`config.mk`:
```
export PLATFORM = sky130hd
export DESIGN_NAME = wordline_store
export DESIGN_NICKNAME = d
export VERILOG_FILES = /design/src/rtl/wordline_store.sv
export SDC_FILE = /design/constraint.sdc
export NUM_CORES = 1
export LEC_CHECK = 0
export BUFFER_PORTS_ARGS = -buffer_cell sky130_fd_sc_hd__buf_4
export CORE_UTILIZATION = 40
export DETAILED_ROUTE_END_ITERATION = 10
export GPL_TIMING_DRIVEN = 1
export PLACE_DENSITY = 0.6
export SLEW_MARGIN = 20
export SYNTH_ARGS = -nofsm -noshare
export SYNTH_HDL_FRONTEND = slang
export SYNTH_SLANG_ARGS = --single-unit
```
`constraint.sdc`:
```
create_clock -name clk -period 2.4 [get_ports clk]
set_clock_uncertainty 0.2 [all_clocks]
set_input_delay 0.12 -clock clk [delete_from_list [all_inputs] [get_ports clk]]
set_output_delay 0.12 -clock clk [all_outputs]
set_load 0.01 [all_outputs]
```
`src/rtl/wordline_store.sv`:
```
module wordline_store #(
  parameter int WORDS = 16,
  parameter int BITS  = 16
) (
  input  logic             clk,
  input  logic             rst_n,
  input  logic [WORDS-1:0] rd_sel,
  input  logic             clear_mode,
  input  logic [WORDS-1:0] wr_sel,
  input  logic [BITS-1:0]  wr_data,
  output logic [BITS-1:0]  sense_q,
  output logic             sense_vld,
  output logic             err_multi,
  output logic             err_conflict
);

  localparam logic [WORDS-1:0] ONE = {{(WORDS-1){1'b0}}, 1'b1};

  logic [WORDS-1:0][BITS-1:0] mem;
  logic [BITS-1:0]            picked;

  wire rd_any   = |rd_sel;
  wire wr_any   = |wr_sel;
  wire rd_multi = |(rd_sel & (rd_sel - ONE));
  wire conflict = rd_any & wr_any;
  wire do_clear = rd_any & clear_mode & ~wr_any;
  wire do_read  = rd_any & ~clear_mode & ~rd_multi & ~wr_any;
  wire bad_read = rd_any & ~clear_mode & rd_multi & ~wr_any;
  wire do_write = wr_any & ~rd_any;
  wire erase    = do_read | do_clear;

  always_comb begin
    picked = '0;
    for (int i = 0; i < WORDS; i++)
      if (rd_sel[i]) picked = picked | mem[i];
  end

  always_ff @(posedge clk or negedge rst_n) begin
    if (!rst_n) begin
      mem <= '0;
    end else begin
      for (int i = 0; i < WORDS; i++) begin
        if (erase && rd_sel[i])
          mem[i] <= '0;
        else if (do_write && wr_sel[i])
          mem[i] <= mem[i] | wr_data;
      end
    end
  end

  always_ff @(posedge clk or negedge rst_n) begin
    if (!rst_n) begin
      sense_q      <= '0;
      sense_vld    <= 1'b0;
      err_multi    <= 1'b0;
      err_conflict <= 1'b0;
    end else begin
      sense_q      <= do_read ? picked : '0;
      sense_vld    <= do_read;
      err_multi    <= bad_read;
      err_conflict <= conflict;
    end
  end

endmodule

```
After elaboration in Yosys (flattened, before gate mapping)
Index checks and enable logic that the tools add are counted.

Register bits after elaboration: 275. Word-level logic and storage cells: 167.

$add $sub $neg: 1. Mux-type cells: 49. Bitwise operators: 46. Reductions and logical operators: 51.

Operators by type and width (number): two-way mux 16 bit (49); OR 16 bit (31); OR reduction 16 bit (3); logical AND 1 bit (32); nonzero test 2 bit (16); AND 16 bit (1); subtractor 16 x 1 -> 16 bit (second input constant) (1); AND 1 bit (9); NOT 1 bit (4); OR 1 bit (1).

Depth between registers and ports, before layout
Word-level depth: 32. Gate-level depth with buffers: 10. Mapped depth without buffers: 6.

Worst setup path after synthesis
Ideal clock, no wire load.

Kind: input to register. Start point: input port rd_sel[1]. End point: register mem[30] (netlist bit). Setup time: 145 ps. Data arrival time: 2295 ps. Data required time: 2055 ps. Setup slack: -240 ps. Stages: 9. Cells stage by stage: or4_4 > nand4bb_4 > or2_4 > a2111oi_4 > buf_6 > and4_1 > buf_4 > buf_12 > nor3_1.

Cells in the longest elaborated chain, start to end: 9. Elaborated cells between the ends (all ways): 17.

RTL lines: start: declaration (line 7) `input logic [WORDS-1:0] rd_sel,`; subtractor 16 x 1 -> 16 bit (line 24) `wire rd_multi = |(rd_sel & (rd_sel - ONE));`; AND 16 bit (line 24); OR reduction 16 bit (line 24); NOT 1 bit (line 27) `wire do_read = rd_any & ~clear_mode & ~rd_multi & ~wr_any;`; AND 1 bit (2 in series) (line 27); OR 1 bit (line 30) `wire erase = do_read | do_clear;`; logical AND 1 bit (line 43) `if (erase && rd_sel[i])`; two-way mux 16 bit or nonzero test 2 bit (tied branches); end signal: indexed assignment (line 46) `mem[i] <= mem[i] | wr_data;`; end: declaration (line 19) `logic [WORDS-1:0][BITS-1:0] mem;`.

Parallel ways exist; a longest one is shown, timed or not. A chain may end at the register's enable or synchronous reset.

Final worst setup path
Start point: input port rd_sel[3]. End point: register mem[176] (netlist bit).

The elaborated chain is that of the path after synthesis.

==> impl_metrics.env <==
export IMPL_timing_rr_end="sense_q[13]"
export IMPL_final_ws_setup_ns=0.114
export IMPL_postPlaceCellArea_sq_um=14700
export IMPL_power_density_nw_per_um2=629
export IMPL_dominantRegCellSynth="sky130_fd_sc_hd__dfrtp_1"
export IMPL_synth_simple_gate_area_share=0.167
export IMPL_cp_data_arrival_time_ns=2.54
export IMPL_io_buffers=69
export IMPL_maximum_number_of_pins_on_one_net_before_global_route_repair=73
export IMPL_ys_async_sr_fraction=1.00
export IMPL_floorplan_core_area_sq_um=31800
export IMPL_finalWirelength_mm=50.1
export IMPL_startpoint="rd_sel[3]"
export IMPL_cts_sinks=275
export IMPL_synth_compound_area_share=0.236
export IMPL_crit_path_end="mem[176]"
export IMPL_yosys_cell_types_count=41
export IMPL_area_growth_synth_to_final_pct=24.2
export IMPL_route_detailed_drc=0
export IMPL_cts_buffers_inserted=31
export IMPL_muxShareOfSynthArea=0
export IMPL_switching_share=0.246
export IMPL_synth_avg_cell_area_sq_um=10.6
export IMPL_rsz0062_at_grt="false"
export IMPL_final_max_slew_violation_count=0
export IMPL_worst_setup_path_end_kind="flip-flop"
export IMPL_synth_enable_flop_cells=0
export IMPL_finalCriticalPeriod_ns=2.29
export IMPL_total_power_mw=10.2
export IMPL_clock_tree_htree_level_count=1
export IMPL_global_route_overflow_total=0
export IMPL_post_synth_instance_area_sq_um=13000
export IMPL_firstDrtPassIters=5
export IMPL_reg2reg_setup_slack_ns=0.49
export IMPL_fp_dieH_microns=182
export IMPL_critPathLaunchType="primary input"
export IMPL_wire_per_inst_microns=28.2
export IMPL_timing_hold_violations_final=0
export IMPL_finish_instance_area_sq_um=16200
export IMPL_clock_insertion_delay_worst_skew_ns=0.58
export IMPL_vias_after_detailed_routing=11960
export IMPL_ys_ff_latch=275
export IMPL_synth_sequential_area_ratio=0.528
export IMPL_timing_final_setup_violations=0
export IMPL_initial_utilization=0.410
export IMPL_timing_worst_slew_pin_value_ns=0.740
export IMPL_global_placement_routability_congestion=0.875
export IMPL_final_setup_tns_ns=0
export IMPL_cap_violations=0
export IMPL_post_dp_hpwl_mm=32.2
export IMPL_p_clk_frac=0.477
export IMPL_ioPinCount=70
export IMPL_r2r_cells=4
export IMPL_timing_critical_path_fanout_max=16
export IMPL_slew_headroom=0.507
export IMPL_detail_route_vias_per_cell=6.74
export IMPL_grt_total_usage=0.304
export IMPL_rows=65
export IMPL_max_clock_freq_mhz=438
export IMPL_yosys_area_share_xor_xnor=0
export IMPL_die_width_microns=182
export IMPL_die_area_sq_um=33300
export IMPL_cellLeakagePower_nw=7.24
export IMPL_antennaDiodeCount=0
export IMPL_dr_first_iter_drc_count=1564
export IMPL_max_vdd_ir_drop_v=0.000543
export IMPL_cp_data_required_time_ns=2.65
export IMPL_dominant_combinational_cell_family_by_area_after_synthesis="compound AO/OA/AOI/OAI gates"
export IMPL_p_sw_mw=2.50
export IMPL_tritoncts_clock_tree="done"
export IMPL_crit_reg2reg_launch="mem[29]"
export IMPL_synth_adder_area_share=0.000768
export IMPL_run_status="completed"
export IMPL_fin_nets=1366
export IMPL_clockBufferDepth=3
export IMPL_worstHoldPathType="primary input to flip-flop"
export IMPL_power_frac_seq=0.456
export IMPL_post_place_ws_ns=-0.435
export IMPL_power_share_combinational=0.067
export IMPL_final_layout_size_suffix_gt1_frac=0.273
export IMPL_period_share=0.952
export IMPL_path_clk_slew_ns=0.06
export IMPL_root_buffer="sky130_fd_sc_hd__clkbuf_16"
export IMPL_grt_antenna_before_repair=1
export IMPL_final_util=0.509
export IMPL_internal_power_mw=7.67
export IMPL_critical_path_class="primary input to flip-flop"
export IMPL_grt_pass1_wl_mm=76.0
export IMPL_syn_instance_count=1226
export IMPL_detail_route_antenna_nets=0
export IMPL_ys_warnings_count=0
export IMPL_first_global_vias=11879
export IMPL_postSynthNetCount=1277
## Yosys cell counts, drive strengths merged, types with 2 or more instances
master,instances,area (sq um)
nor4,6,52.6
or4,2,18.8
a211oi,32,240
nor2,34,130
and3,60,375
or2,3,21.3
nor3,197,1350
and4,15,131
a22o,48,420
nand3,2,10.0
a22oi,32,240
and2,2,12.5
o21ai,30,150
a2111oi,5,62.6
nor3b,2,15.0
dfrtp,275,6880
buf,64,435
a31oi,243,1520
clkbuf,116,438
a221oi,48,420
## final cells by class
cell class,instances,area (sq um)
fillers,2838,15600
clock buffers,41,863
well taps,435,544
repair buffers,236,2250
inverters,1,3.75
clock inverters,17,175
multi-input cells,770,5450
flip-flops and latches,275,6880
## sequential cells by signal (all words and copies together), names as in the netlist
name / count
sense_q: 16
mem: 256
err_conflict: 1
sense_vld: 1
err_multi: 1
## worst min path at each step
stage / start / end / slack [ns] / cells after the start
after floorplan: rst_n / err_conflict / -0.38 / 0
after global placement: rst_n / mem[10] / -0.05 / 1
after detailed placement: rst_n / mem[7] / -0.05 / 1
after CTS: rd_sel[0] / sense_q[2] / 0.02 / 5
after global routing: rd_sel[0] / sense_q[2] / 0.05 / 5
final: rd_sel[0] / sense_q[2] / 0.06 / 5
## cell usage in the layout, fill, tap and decap left out, types with 2 or more instances in the layout
| master | Yosys | final |
|---|---|---|
| sky130_fd_sc_hd__o21ai_0 | 30 | 30 |
| sky130_fd_sc_hd__and4_1 | 15 | 15 |
| sky130_fd_sc_hd__clkbuf_8 | 0 | 5 |
| sky130_fd_sc_hd__buf_4 | 8 | 165 |
| sky130_fd_sc_hd__a211oi_1 | 32 | 32 |
| sky130_fd_sc_hd__nor4_1 | 5 | 5 |
| sky130_fd_sc_hd__inv_6 | 0 | 2 |
| sky130_fd_sc_hd__nand3_1 | 2 | 2 |
| sky130_fd_sc_hd__clkbuf_16 | 0 | 31 |
| sky130_fd_sc_hd__nor2_1 | 33 | 33 |
| sky130_fd_sc_hd__or2_2 | 2 | 2 |
| sky130_fd_sc_hd__a22oi_1 | 32 | 32 |
| sky130_fd_sc_hd__a22o_1 | 48 | 48 |
| sky130_fd_sc_hd__dlygate4sd3_1 | 0 | 40 |
| sky130_fd_sc_hd__buf_12 | 8 | 30 |
| sky130_fd_sc_hd__bufinv_16 | 0 | 3 |
| sky130_fd_sc_hd__clkinvlp_4 | 0 | 3 |
| sky130_fd_sc_hd__nor3b_1 | 2 | 2 |
| sky130_fd_sc_hd__clkbuf_1 | 114 | 5 |
| sky130_fd_sc_hd__a221oi_1 | 48 | 48 |
| sky130_fd_sc_hd__a2111oi_0 | 4 | 2 |
| sky130_fd_sc_hd__a31oi_1 | 243 | 243 |
| sky130_fd_sc_hd__nor3_1 | 125 | 89 |
| sky130_fd_sc_hd__clkinv_2 | 0 | 9 |
| sky130_fd_sc_hd__nor3_2 | 72 | 108 |
| sky130_fd_sc_hd__and2_1 | 2 | 2 |
| sky130_fd_sc_hd__and3_1 | 60 | 60 |
| sky130_fd_sc_hd__a2111oi_1 | 0 | 2 |
| sky130_fd_sc_hd__dfrtp_1 | 275 | 275 |
## timing repair
action | 4_1_cts | 5_1_grt
hold endpoints to repair | 538 | 0
setup buffers | 0 | 0
setup endpoints to repair | 0 | 211
resized for setup | 0 | 2
hold buffers | 40 | 0
## through the flow
| stage | hold slack (ns) | instances |
|---|---|---|
| 6_report | 0.0567 | 1775 |
| 5_1_grt | 0.0542 | 1775 |
| 4_1_cts | 0.0217 | 1775 |
| 3_5_place_dp | -0.0543 | 1677 |
| 3_3_place_gp | -0.0520 | 1677 |
| 2_1_floorplan | -0.376 | 1226 |
## cells by family (layout without fill, tap and decap cells)
logic type	Yosys count	after routing
compound gates	442	442
simple gates	327	327
flops	275	275
buf+inv	181	295
fa+ha+maj	1	1
## power by group through the flow
stage	Sequential (mW)	Clock [mW]	Combinational, mW
after floorplan	4.72	0	0.190
after global placement	4.72	0	0.615
after detailed placement	4.72	0	0.610
after CTS	4.64	4.89	0.663
after global routing	4.64	5.09	0.706
final	4.64	4.85	0.683
## critical path: stages
cell                            delay (ns)
sky130_fd_sc_hd__buf_4                0.11
sky130_fd_sc_hd__dlygate4sd3_1        0.55
sky130_fd_sc_hd__buf_4                0.17
sky130_fd_sc_hd__maj3_1               0.33
sky130_fd_sc_hd__nor3_1               0.14
sky130_fd_sc_hd__nor2_1               0.09
sky130_fd_sc_hd__a2111oi_4            0.26
sky130_fd_sc_hd__buf_12               0.20
sky130_fd_sc_hd__and4_1               0.26
sky130_fd_sc_hd__buf_4                0.20
sky130_fd_sc_hd__nor3_1               0.08
## routing by layer
layer | vias up | routed length, microns | track usage
met5 | - | 13 | 0.00593
met4 | 2 | 1670 | 0.103
met3 | 137 | 6260 | 0.0906
met2 | 772 | 22200 | 0.457
met1 | 6066 | 19900 | 0.416
li1 | 4983 | - | -
Note: power is estimated with default switching activity, not from simulation.
